[config.mk]
export PLATFORM = sky130hd
export DESIGN_NAME = scan_timing_gen
export DESIGN_NICKNAME = d
export VERILOG_FILES = /design/src/rtl/scan_pkg.sv /design/src/rtl/block_counter.sv /design/src/rtl/shift_pair.sv /design/src/rtl/scan_timing_gen.sv
export SDC_FILE = /design/constraint.sdc
export NUM_CORES = 1
export LEC_CHECK = 0
export ABC_AREA = 1
export BUFFER_PORTS_ARGS = -buffer_cell sky130_fd_sc_hd__buf_2
export CAP_MARGIN = 20
export CORE_MARGIN = 4
export CORE_UTILIZATION = 54
export CTS_CLUSTER_SIZE = 24
export DETAILED_ROUTE_END_ITERATION = 7
export PLACE_DENSITY = 0.78
export SLEW_MARGIN = 20
export SYNTH_ARGS = -nofsm -noshare
export SYNTH_HDL_FRONTEND = slang
export SYNTH_SLANG_ARGS = --single-unit
[constraint.sdc]
create_clock -name clk -period 1.8 [get_ports clk]
set_input_delay 0.54 -clock clk [delete_from_list [all_inputs] [get_ports clk]]
set_output_delay 0.54 -clock clk [all_outputs]
set_load 0.01 [all_outputs]
[src/rtl/scan_pkg.sv]
package scan_pkg;
  // Counter width for a modulo-n index, never less than one bit.
  function automatic int idx_width(input int n);
    return (n > 1) ? $clog2(n) : 1;
  endfunction
endpackage

[src/rtl/block_counter.sv]
module block_counter #(
  parameter int N = 8,
  localparam int W = scan_pkg::idx_width(N)
) (
  input  logic         clk,
  input  logic         rst_n,
  input  logic         adv,
  output logic [W-1:0] idx,
  output logic         wrap
);
  assign wrap = adv && (idx == W'(N - 1));

  always_ff @(posedge clk or negedge rst_n) begin
    if (!rst_n)    idx <= '0;
    else if (wrap) idx <= '0;
    else if (adv)  idx <= idx + W'(1);
  end
endmodule

[src/rtl/shift_pair.sv]
module shift_pair (
  input  logic enable,
  input  logic phase,
  input  logic dead,
  output logic pos,
  output logic neg
);
  logic live;
  assign live = enable && !dead;
  assign pos  = live && !phase;
  assign neg  = live && phase;
endmodule

[src/rtl/scan_timing_gen.sv]
module scan_timing_gen import scan_pkg::*; #(
  parameter int ROW_BLOCKS = 90,
  parameter int COL_BLOCKS = 80,
  parameter int COL_TICKS  = 32,
  parameter int DEAD_TICKS = 2
) (
  input  logic                               clk,
  input  logic                               rst_n,
  output logic                               row_start,
  output logic                               row_clk,
  output logic                               row_clk_n,
  output logic                               col_start,
  output logic                               col_clk,
  output logic                               col_clk_n,
  output logic [idx_width(ROW_BLOCKS)-1:0]   row_idx,
  output logic [idx_width(COL_BLOCKS)-1:0]   col_idx
);
  localparam int TW = idx_width(COL_TICKS);

  logic          running;
  logic [TW-1:0] tick;
  logic          tick_wrap, col_wrap, row_wrap;
  logic          col_dead, row_dead;

  // One idle cycle after reset, then the counters run freely.
  always_ff @(posedge clk or negedge rst_n) begin
    if (!rst_n) running <= 1'b0;
    else        running <= 1'b1;
  end

  block_counter #(.N(COL_TICKS)) u_tick (
    .clk(clk), .rst_n(rst_n), .adv(running), .idx(tick), .wrap(tick_wrap));

  block_counter #(.N(COL_BLOCKS)) u_col (
    .clk(clk), .rst_n(rst_n), .adv(tick_wrap), .idx(col_idx), .wrap(col_wrap));

  block_counter #(.N(ROW_BLOCKS)) u_row (
    .clk(clk), .rst_n(rst_n), .adv(col_wrap), .idx(row_idx), .wrap(row_wrap));

  assign col_dead = tick < TW'(DEAD_TICKS);
  assign row_dead = col_dead && (col_idx == '0);

  shift_pair u_col_pair (
    .enable(running), .phase(col_idx[0]), .dead(col_dead),
    .pos(col_clk), .neg(col_clk_n));

  shift_pair u_row_pair (
    .enable(running), .phase(row_idx[0]), .dead(row_dead),
    .pos(row_clk), .neg(row_clk_n));

  assign col_start = running && (col_idx == '0);
  assign row_start = running && (row_idx == '0);

  logic unused_row_wrap;
  assign unused_row_wrap = row_wrap;
endmodule

==> results of run 1 <==
## what timing repair did
action | in CTS | in global routing
setup endpoints to repair | 6 | 15
pin swaps | 6 | 14
cloned | 0 | 1
buffers inserted | 8 | 12
resized for setup | 11 | 16
## cells by family (layout without fill, tap and decap cells)
group | after synthesis | in the layout | share of synthesized area [%]
AO/OA/AOI/OAI | 17 | 17 | 7.558
XOR/XNOR | 1 | 1 | 0.7151
AND/OR/NAND/NOR | 81 | 82 | 34.22
other | 1 | 1 | 0.3061
adder cells (fa/ha/maj) | 7 | 7 | 7.150
flip-flops | 20 | 20 | 40.86
buffers and inverters | 26 | 72 | 9.192
## final timing paths
| check | startpoint | to | cells past startpoint |
|---|---|---|---|
| max | u_col.idx[0] | row_clk | 6 |
| min | rst_n | u_col.idx[2] | 1 |
| max reg2reg | u_tick.idx[0] | u_col.idx[0] | 9 |
| min reg2reg | u_tick.idx[3] | u_tick.idx[3] | 1 |
| max in group asynchronous | rst_n | running | 1 |
| min in group clk | u_tick.idx[3] | u_tick.idx[3] | 1 |
## area by class of cell
type	count	area (um2)	share of cell area, %
multi-input combinational	108	711.9	42.91
tap	27	33.78	2.036
clock buffer	4	36.28	2.187
inverter	23	86.33	5.204
sequential	20	505.5	30.47
timing repair buffer	45	285.3	17.19
## registers in the layout, indices dropped and copies added (netlist names)
name,count
u_col.idx,7
u_tick.idx,5
u_row.idx,7
running,1
## critical path, cell delays in order, from the launching register on
cell and delay, ns:
dfrtp_1 0.40, inv_2 0.06, ha_4 0.15, nand4_1 0.10
nand2_1 0.08, a21oi_1 0.12, buf_2 0.14
## power breakdown
part	internal, mW	switching [mW]	leakage [nW]
sequential	0.512	0.0543	0.260
combinational	0.173	0.230	0.669
clock	0.123	0.138	0.0210
total	0.809	0.422	0.949
## metrics by stage
stage	setup slack [ns]	instance area (um2)	util, %
6_report	-0.08824	1659	80.46
5_1_grt	-0.2184	1659	80.46
4_1_cts	-0.2092	1493	72.39
3_5_place_dp	0.09973	1368	66.32
3_3_place_gp	0.1295	1368	66.32
2_1_floorplan	0.1596	1225	-
## placed cells by master (no fill, tap or decap)
| cell type | count |
|---|---|
| or2_2 | 1 |
| nand3_2 | 2 |
| nand2_1 | 35 |
| nor3_4 | 1 |
| o21bai_1 | 2 |
| o21ai_2 | 2 |
| nor2_8 | 2 |
| conb_1 | 1 |
| ha_2 | 2 |
| nand2_2 | 3 |
| dfrtp_2 | 4 |
| xor2_1 | 1 |
| ha_1 | 3 |
| nand3b_1 | 1 |
| o21a_1 | 1 |
| nor2_1 | 13 |
| clkbuf_8 | 1 |
| nand2_8 | 1 |
| nand2_4 | 1 |
| nand4_4 | 1 |
| ha_4 | 2 |
| buf_4 | 24 |
| inv_2 | 5 |
| nor2_4 | 1 |
| nor3_1 | 2 |
| buf_2 | 21 |
| dfrtp_1 | 16 |
| inv_1 | 18 |
| o21ai_0 | 6 |
| nor3_2 | 2 |
| a21oi_1 | 5 |
| o21ai_1 | 1 |
| clkbuf_4 | 3 |
| nor4_2 | 1 |
| nor2_2 | 1 |
| nand4_1 | 8 |
| nand3_1 | 6 |
## routing by layer
layer	up-vias	GRT usage, %	wire length [um]
li1	588	-	-
met1	568	23.75	1263
met2	44	33.28	1661
met3	8	3.712	169
met4	0	6.250	42
met5	-	0	0
==> results.md, run 1 <==
- R2r setup slk: about 0.040 ns
- PwrDens: about 740 nW/um2
- Gr usage total: 19.18%
- Ys Warns: 0
- CTS buffer count: 3
- Core Rows: 16
- Crit path required time: 1.26 ns
- Core area: just over 2000 um2
- Synth Register Bits: 20
- Max H-tree Level: 1
- Hold_buf cts: 0
- DR DRC count: 0
- Syn Area/Cell: 8.006 um2
- Area Growth Syn to Fin: 35.44%
- CTS tree: done
- Clock sink count: 20
- Final min period: between 1.5 and 2 ns
- Clock skew: just under 0.009 ns
- Fill cell count: 143
- Post-synth EDFFs: 0
- Initial antenna violation count: 0
- GP Congestion: about 0.85
- Vias in the first global route: between 1,000 and 1,500
- Largest area contributor in the netlist: dfrtp_1
- Crit path DAT: 1.35 ns
- Status: finished, violations left
- Detailed Route WL: between 3000 and 4000 um
- Post-DP HPWL: between 2000 and 2500 um
- Fin. Hold Viols: 0
- Port Buf Inserts: 21
- WL/cell: 13.81 um
- RSZ-0062 raised after global routing: true
- Setup crit end kind: output pin
- Initial DRC count: 33
- Kind of start point of the critical path: register
- Pwr Total: 1.231 mW
- Cell total after placement: between 200 and 250
- Pin count of the biggest net entering global routing: 21
- First-pass GRT wire length: between 4000 and 5000 um
- Leakage: 0.9495 nW
- Final setup fails: 6
- Failing checks: setup timing
- Final cell count without fillers: 227
- Clk Tree Root Cell: clkbuf_4
- Synth top area share: between 40 and 50%
- Top cells by area, synth: dfrtp_1 (41%), nand2_1 (11%), ha_1 (7.2%)
- Ports: 22
- # diodes: 0
- Crit Path Max Fanout: 2
- Layout cells sized above 1: approximately two fifths
- DRT antenna net count: 0
- Total grt overflow: 0
- Post-synthesis sequential area ratio: slightly above 40%
- Nets: 210
- Die area: 3094 um2
- Synthesized instance count: ~150
- Net count after synthesis: 162
- Worst vdd ir: roughly 530 uV
- Crit path kind: reg -> out
- Slack of the critical path: -0.08824 ns
- Setup total negative slack: -0.3437 ns
- DR pass1 iterations: 4
- Synth cell types: 25
- Die extent in x: between 50 and 60 um
- Longest Clk Path Bufs: 2
- Commonest cells in the netlist: nand2_1 (37), inv_1 (23), dfrtp_1 (20)
- Synth Flop Type: dfrtp_1
- Clk slew on worst S/H paths: about 0.12 ns
- Most common cell in the netlist: nand2_1
- Die Y: around 56 um
- Cell area after synthesis: approximately 1200 um2
- Ys async rst share: 100.0%
- Worst Hold Class: in -> async
- Vias/cell: between 5 and 6
- Hold slack: about 0.17 ns
- Maximum clock frequency: between 500 and 600 MHz
- Initial Util: a little under 60%
- Pins Over Slew Limit: 0
- Worst-Skew Late Latency: 0.30 ns
- Max Cap Viol: 0
- Period utilization: 104.9%
- Vias: 1,208
Note: power is estimated with default switching activity, not from simulation.
==> inputs of run 2 (changes only) <==
--- a/config.mk
+++ b/config.mk
@@ -8,6 +8,7 @@
 export ABC_AREA = 1
 export BUFFER_PORTS_ARGS = -buffer_cell sky130_fd_sc_hd__buf_2
 export CAP_MARGIN = 20
+export CORE_ASPECT_RATIO = 0.75
 export CORE_MARGIN = 4
 export CORE_UTILIZATION = 54
 export CTS_CLUSTER_SIZE = 24
==> results.md, run 2 (synthesis results as in run 1) <==
- Port Buf Inserts: 21 (unchanged)
- Fill cell count: 146 (was 143)
- Final setup fails: 6 (unchanged)
- Vias/cell: 5.574 (was 5.322)
- Clk Tree Root Cell: clkbuf_4 (unchanged)
- Worst vdd ir: 627.9 uV (was 531.2 uV)
- Period utilization: 113.4% (was 104.9%)
- Crit path required time: 1.26 ns (about the same)
- Max Cap Viol: 0 (unchanged)
- Clock skew: 0.009802 ns (was 0.008900 ns)
- Worst-Skew Late Latency: 0.31 ns (was 0.30 ns)
- Pin count of the biggest net entering global routing: 21 (unchanged)
- Vias in the first global route: 1,074 (was 1,103)
- DRT antenna net count: 0 (unchanged)
- Leakage: 0.8934 nW (was 0.9495 nW)
- Worst Hold Class: in -> async (unchanged)
- WL/cell: 14.92 um (was 13.81 um)
- Fin. Hold Viols: 0 (unchanged)
- Cells along the critical path: inv_2 > ha_4 > nand4_1 > nand2_2 > a21oi_2 > buf_2 (was inv_2 > ha_4 > nand4_1 > nand2_1 > a21oi_1 > buf_2)
- Crit-path max cell delay: 0.42 ns (was 0.40 ns)
- Crit path DAT: 1.50 ns (was 1.35 ns)
- Slowest cell on crit path: dfrtp_1 (unchanged)
- Biggest regs: u_col.idx: 7 flops, u_row.idx: 7 flops, u_tick.idx: 5 flops (unchanged)
- Post-DP HPWL: 2101 um (was 2017 um)
- Setup crit end kind: output pin (unchanged)
- Delay-heaviest family, CP: flip-flops (unchanged)
- DR DRC count: 0 (unchanged)
- Commonest non-fill, non-tap cell in the layout: nand2_1 (unchanged)
- RSZ-0062 raised after global routing: true (unchanged)
- Initial antenna violation count: 0 (unchanged)
- Crit path kind: reg -> out (unchanged)
- Pins Over Slew Limit: 0 (unchanged)
- Clock sink count: 20 (unchanged)
- Total grt overflow: 0 (unchanged)
- CTS buffer count: 3 (unchanged)
- # diodes: 0 (unchanged)
- DR pass1 iterations: 4 (unchanged)
- Vias: 1,204 (was 1,208)
- Core Rows: 14 (was 16)
- Initial Util: 58.76% (was 59.41%)
- GP Congestion: 0.8618 (was 0.8539)
- Area Growth Syn to Fin: 27.27% (was 35.44%)
- Die Y: 49.25 um (was 55.63 um)
- Hold slack: 0.1628 ns (was 0.1684 ns)
- Status: finished, violations left (unchanged)
- First-pass GRT wire length: 4816 um (was 4864 um)
- Maximum clock frequency: 489.9 MHz (was 529.6 MHz)
- Kind of start point of the critical path: register (unchanged)
- Worst Path Buf+Inv: 2 (unchanged)
- Crit Path Max Fanout: 2 (unchanged)
- Layout cells sized above 1: 35.94% (was 40.50%)
- Final min period: 2.041 ns (was 1.888 ns)
- Initial DRC count: 71 (was 33)
- CTS tree: done (unchanged)
- Clk slew on worst S/H paths: 0.11 ns (was 0.12 ns)
- Core area: 2085 um2 (was 2062 um2)
- Max H-tree Level: 1 (unchanged)
- Die extent in x: 63.00 um (was 55.63 um)
- PwrDens: 785.3 nW/um2 (was 741.9 nW/um2)
- Slack of the critical path: -0.2413 ns (was -0.08824 ns)
- Nets: 203 (was 210)
- Setup total negative slack: -0.7795 ns (was -0.3437 ns)
- Failing checks: setup timing (unchanged)
- Most frequent cells in the layout: nand2_1 (35), buf_2 (21), dfrtp_1 (19) (was nand2_1 (35), buf_4 (24), buf_2 (21))
- Detailed Route WL: 3222 um (was 3136 um)
- Ports: 22 (unchanged)
- Longest Clk Path Bufs: 2 (unchanged)
- Die area: 3102 um2 (was 3094 um2)
- Gr usage total: 19.55% (was 19.18%)
==> run 2: cell count changes in the layout (fill, tap and decap cells not counted), sizes merged <==
cell	before	now
clkbuf	4	3
buf	45	38
==> run 2: report_power, final <==
part           total (mW)  internal [mW]  switching (mW)
registers           0.566          0.512          0.0545
logic               0.443          0.191           0.252
clock network       0.215         0.0782           0.136
total                1.22          0.782           0.443
==> run 2: path summary, 6_finish.rpt <==
kind,startpoint,endpoint,slack [ns],depth (start not counted)
setup reg to reg,u_tick.idx[1],u_row.idx[2],0.04,10
hold reg to reg,u_col.idx[2],u_col.idx[2],0.59,2
setup / recovery,u_col.idx[1],row_clk,-0.24,6
min in group clk,u_col.idx[2],u_col.idx[2],0.59,2
hold / removal,rst_n,u_col.idx[5],0.16,1
max in group asynchronous,rst_n,running,1.28,1
==> run 2: layout make-up <==
cell class / count / area (um2) / area share [%]
sequential: 20 / 501.7 / 32.18
tap: 24 / 30.03 / 1.926
clock buffer: 3 / 22.52 / 1.445
inverter: 23 / 86.33 / 5.538
multi-input combinational: 108 / 685.7 / 43.98
timing repair buffer: 38 / 232.7 / 14.93
==> run 2: stage by stage <==
step	worst slack (ns)	cell area (um2)	cells	power [mW]	util [%]
global placement	0.1220	1379	201	0.8541	66.15
detailed placement	0.03083	1379	201	0.8710	66.15
CTS	-0.1861	1463	210	1.108	70.17
finish	-0.2413	1559	216	1.224	74.79
floorplan	0.1596	1225	153	0.7670	-
global route	-0.3122	1559	216	1.297	74.79
==> run 2: per-layer routing <==
| layer | share of wire, % | track usage, % | vias to the layer above |
|---|---|---|---|
| met5 | 0 | 0 | - |
| met2 | 48 | 30.30 | 52 |
| met1 | 42 | 25.54 | 563 |
| met3 | 8.0 | 6.682 | 8 |
| li1 | - | - | 581 |
| met4 | 1.5 | 6.227 | 0 |
==> run 2: repair_timing <==
action,CTS,global route
cloned,0,1
endpoints found under the setup margin,6,17
resized for setup,7,15
pin swaps,5,13
setup buffers,6,5
hold endpoints to repair,0,0
hold buffers,0,0
==> inputs of run 3 (changes only) <==
--- a/config.mk
+++ b/config.mk
@@ -5,7 +5,6 @@
 export SDC_FILE = /design/constraint.sdc
 export NUM_CORES = 1
 export LEC_CHECK = 0
-export ABC_AREA = 1
 export BUFFER_PORTS_ARGS = -buffer_cell sky130_fd_sc_hd__buf_2
 export CAP_MARGIN = 20
 export CORE_ASPECT_RATIO = 0.75
==> results.md, run 3 <==
- Crit path kind: reg -> out (unchanged)
- Vias in the first global route: 1,083 (was 1,074)
- Most common cell in the netlist: dfrtp_1 (was nand2_1)
- Die Y: 48.12 um (was 49.25 um)
- Total grt overflow: 0 (unchanged)
- # diodes: 0 (unchanged)
- GP Congestion: 0.8725 (was 0.8618)
- Pwr Total: 1.485 mW (was 1.224 mW)
- Worst-Skew Late Latency: 0.31 ns (about the same)
- WL/cell: 19.33 um (was 14.92 um)
- Max Cap Viol: 0 (unchanged)
- Post-DP HPWL: 2107 um (was 2101 um)
- Gr usage total: 26.41% (was 19.55%)
- Post-synth EDFFs: 0 (unchanged)
- Maximum clock frequency: 465.6 MHz (was 489.9 MHz)
- Net count after synthesis: 127 (was 162)
- Pin count of the biggest net entering global routing: 21 (unchanged)
- Max H-tree Level: 1 (unchanged)
- Slack of the critical path: -0.3476 ns (was -0.2413 ns)
- Period utilization: 119.3% (was 113.4%)
- Final Util: 87.02% (was 74.79%)
- Synth top area share: 43.20% (was 40.86%)
- Crit path DAT: 1.61 ns (was 1.50 ns)
- DRT antenna net count: 0 (unchanged)
- Port Buf Inserts: 21 (unchanged)
- Clock skew: 0.005197 ns (was 0.009802 ns)
- Clk Tree Root Cell: clkbuf_4 (unchanged)
- Detailed Route WL: 3731 um (was 3222 um)
- Post-synthesis sequential area ratio: 43.20% (was 40.86%)
- Top cells by area, synth: dfrtp_1 (43%), ha_1 (7.6%), mux2_2 (5.8%) (was dfrtp_1 (41%), nand2_1 (11%), ha_1 (7.2%))
- Cell area after synthesis: 1159 um2 (was 1225 um2)
- Worst Hold Class: in -> async (unchanged)
- Final min period: 2.148 ns (was 2.041 ns)
- RSZ-0062 raised after global routing: true (unchanged)
- Ys Warns: 0 (unchanged)
- Leakage: 0.8611 nW (was 0.8934 nW)
- Commonest non-fill, non-tap cell in the layout: buf_4 (was nand2_1)
- Setup total negative slack: -2.674 ns (was -0.7795 ns)
- Longest Clk Path Bufs: 2 (unchanged)
- Synth Register Bits: 20 (unchanged)
- Die area: 2958 um2 (was 3102 um2)
- R2r setup slk: -0.22 ns (was 0.04 ns)
- Commonest cells in the netlist: dfrtp_1 (20), nor2_1 (10), inv_1 (8), nand2_1 (8) (was nand2_1 (37), inv_1 (23), dfrtp_1 (20))
- Fin. Hold Viols: 0 (unchanged)
- Initial DRC count: 82 (was 71)
- Area Growth Syn to Fin: 51.30% (was 27.27%)
- Clock sink count: 20 (unchanged)
- Synth cell types: 36 (was 25)
- Final setup fails: 15 (was 6)
- Ports: 22 (unchanged)
- Crit path required time: 1.26 ns (about the same)
- Crit Path Max Fanout: 2 (unchanged)
- Core area: 2014 um2 (was 2085 um2)
- Core Rows: 14 (unchanged)
- Ys async rst share: 100.0% (unchanged)
- Biggest regs: u_col.idx: 7 flops, u_row.idx: 7 flops, u_tick.idx: 5 flops (unchanged)
- CTS buffer count: 3 (unchanged)
- Vias: 1,167 (was 1,204)
- Largest area contributor in the netlist: dfrtp_1 (unchanged)
- Vias/cell: 6.047 (was 5.574)
- Status: finished, violations left (unchanged)
- Final cell count without fillers: 193 (was 216)
- Critical Path Start: u_tick.idx[3] (was u_col.idx[1])
- Pins Over Slew Limit: 0 (unchanged)
- Kind of start point of the critical path: register (unchanged)
- Initial Util: 57.52% (was 58.76%)
- FF-to-FF Start: u_tick.idx[1] (unchanged)
- Clk slew on worst S/H paths: 0.11 ns (about the same)
- Setup crit end kind: output pin (unchanged)
- PwrDens: 847.3 nW/um2 (was 785.3 nW/um2)
- Nets: 180 (was 203)
- Synth Flop Type: dfrtp_1 (unchanged)
- Most frequent cells in the layout: buf_4 (29), buf_2 (21), dfrtp_1 (19) (was nand2_1 (35), buf_2 (21), dfrtp_1 (19))
- DR pass1 iterations: 4 (unchanged)
- Failing checks: setup timing (unchanged)
- Initial antenna violation count: 0 (unchanged)
- Worst vdd ir: 809.9 uV (was 627.9 uV)
- Syn Area/Cell: 9.819 um2 (was 8.006 um2)
- CTS tree: done (unchanged)
- Die extent in x: 61.49 um (was 63.00 um)
- Synthesized instance count: 118 (was 153)
- DR DRC count: 0 (unchanged)
- Hold_buf cts: 0 (unchanged)
- Cell total after placement: 175 (was 201)
- First-pass GRT wire length: 5430 um (was 4816 um)
- Layout cells sized above 1: 55.62% (was 35.94%)
==> run 3: cell count changes after synthesis, sizes merged, moves of 4 or more <==
cell,change
and3,+4
nand4,-8
mux2,+6
nor2,-6
nand2,-31
inv,-15
==> run 3: logic make-up after synthesis <==
logic type | after synthesis | synth area share [%]
flip-flops | 20 | 43.20
AND/OR/NAND/NOR | 47 | 23.43
XOR/XNOR | 4 | 3.024
other | 1 | 0.3237
adder cells (fa/ha/maj) | 7 | 7.559
AO/OA/AOI/OAI | 18 | 10.58
buffers and inverters | 15 | 6.047
multiplexers | 6 | 5.831
==> run 3: what timing repair did <==
item                                    in CTS  in global routing
endpoints found under the setup margin      18                 19
gates resized for setup                     31                 13
pin swaps                                   16                 14
buffers inserted                            11                  6
==> run 3: area by class of cell <==
class,count,area (um2)
Clock buffer,3,22.52
Fill cell,82,261.5
Inverter,8,30.03
Multi-Input combinational cell,83,789.5
Sequential cell,20,501.7
Tap cell,24,30.03
Timing Repair Buffer,55,379.1
==> run 3: through the flow <==
step | hold slack [ns] | instance area (um2) | setup WS [ns]
after global routing | 0.1732 | 1753 | -0.4608
after global placement | 0.5087 | 1425 | -0.1457
after CTS | 0.1757 | 1665 | -0.3462
after detailed placement | 0.5225 | 1425 | -0.1583
after floorplan | 0.2444 | 1194 | -0.1661
final | 0.1614 | 1753 | -0.3476
==> run 3: worst max-delay path, stage by stage, from the launching register on <==
cell and delay (ns):
dfrtp_1 0.41, or4_4 0.54, o21ai_4 0.15, nor2_1 0.06, buf_2 0.13
==> run 3: path summary, 6_finish.rpt <==
path / cells after the start / to
worst min register to register: 1 / u_col.idx[2]
worst max register to register: 8 / u_row.idx[5]
max in group asynchronous: 1 / running
min in group clk: 1 / u_col.idx[2]
worst max-delay path: 4 / row_clk
worst min-delay path: 1 / u_col.idx[2]
==> run 3: layer usage <==
layer | up-vias | share of wire (%) | track usage (%)
met5 | - | 0 | 0
met4 | 0 | 3.2 | 8.898
met3 | 14 | 6.4 | 5.820
met2 | 70 | 50 | 48.23
met1 | 565 | 40 | 31.29
li1 | 518 | - | -
==> run 3: power by group <==
group | switching [mW] | total [mW] | internal [mW] | leakage, nW
Combinational | 0.314 | 0.675 | 0.361 | 0.586
Sequential | 0.0722 | 0.593 | 0.521 | 0.262
Clock | 0.138 | 0.217 | 0.0784 | 0.0138
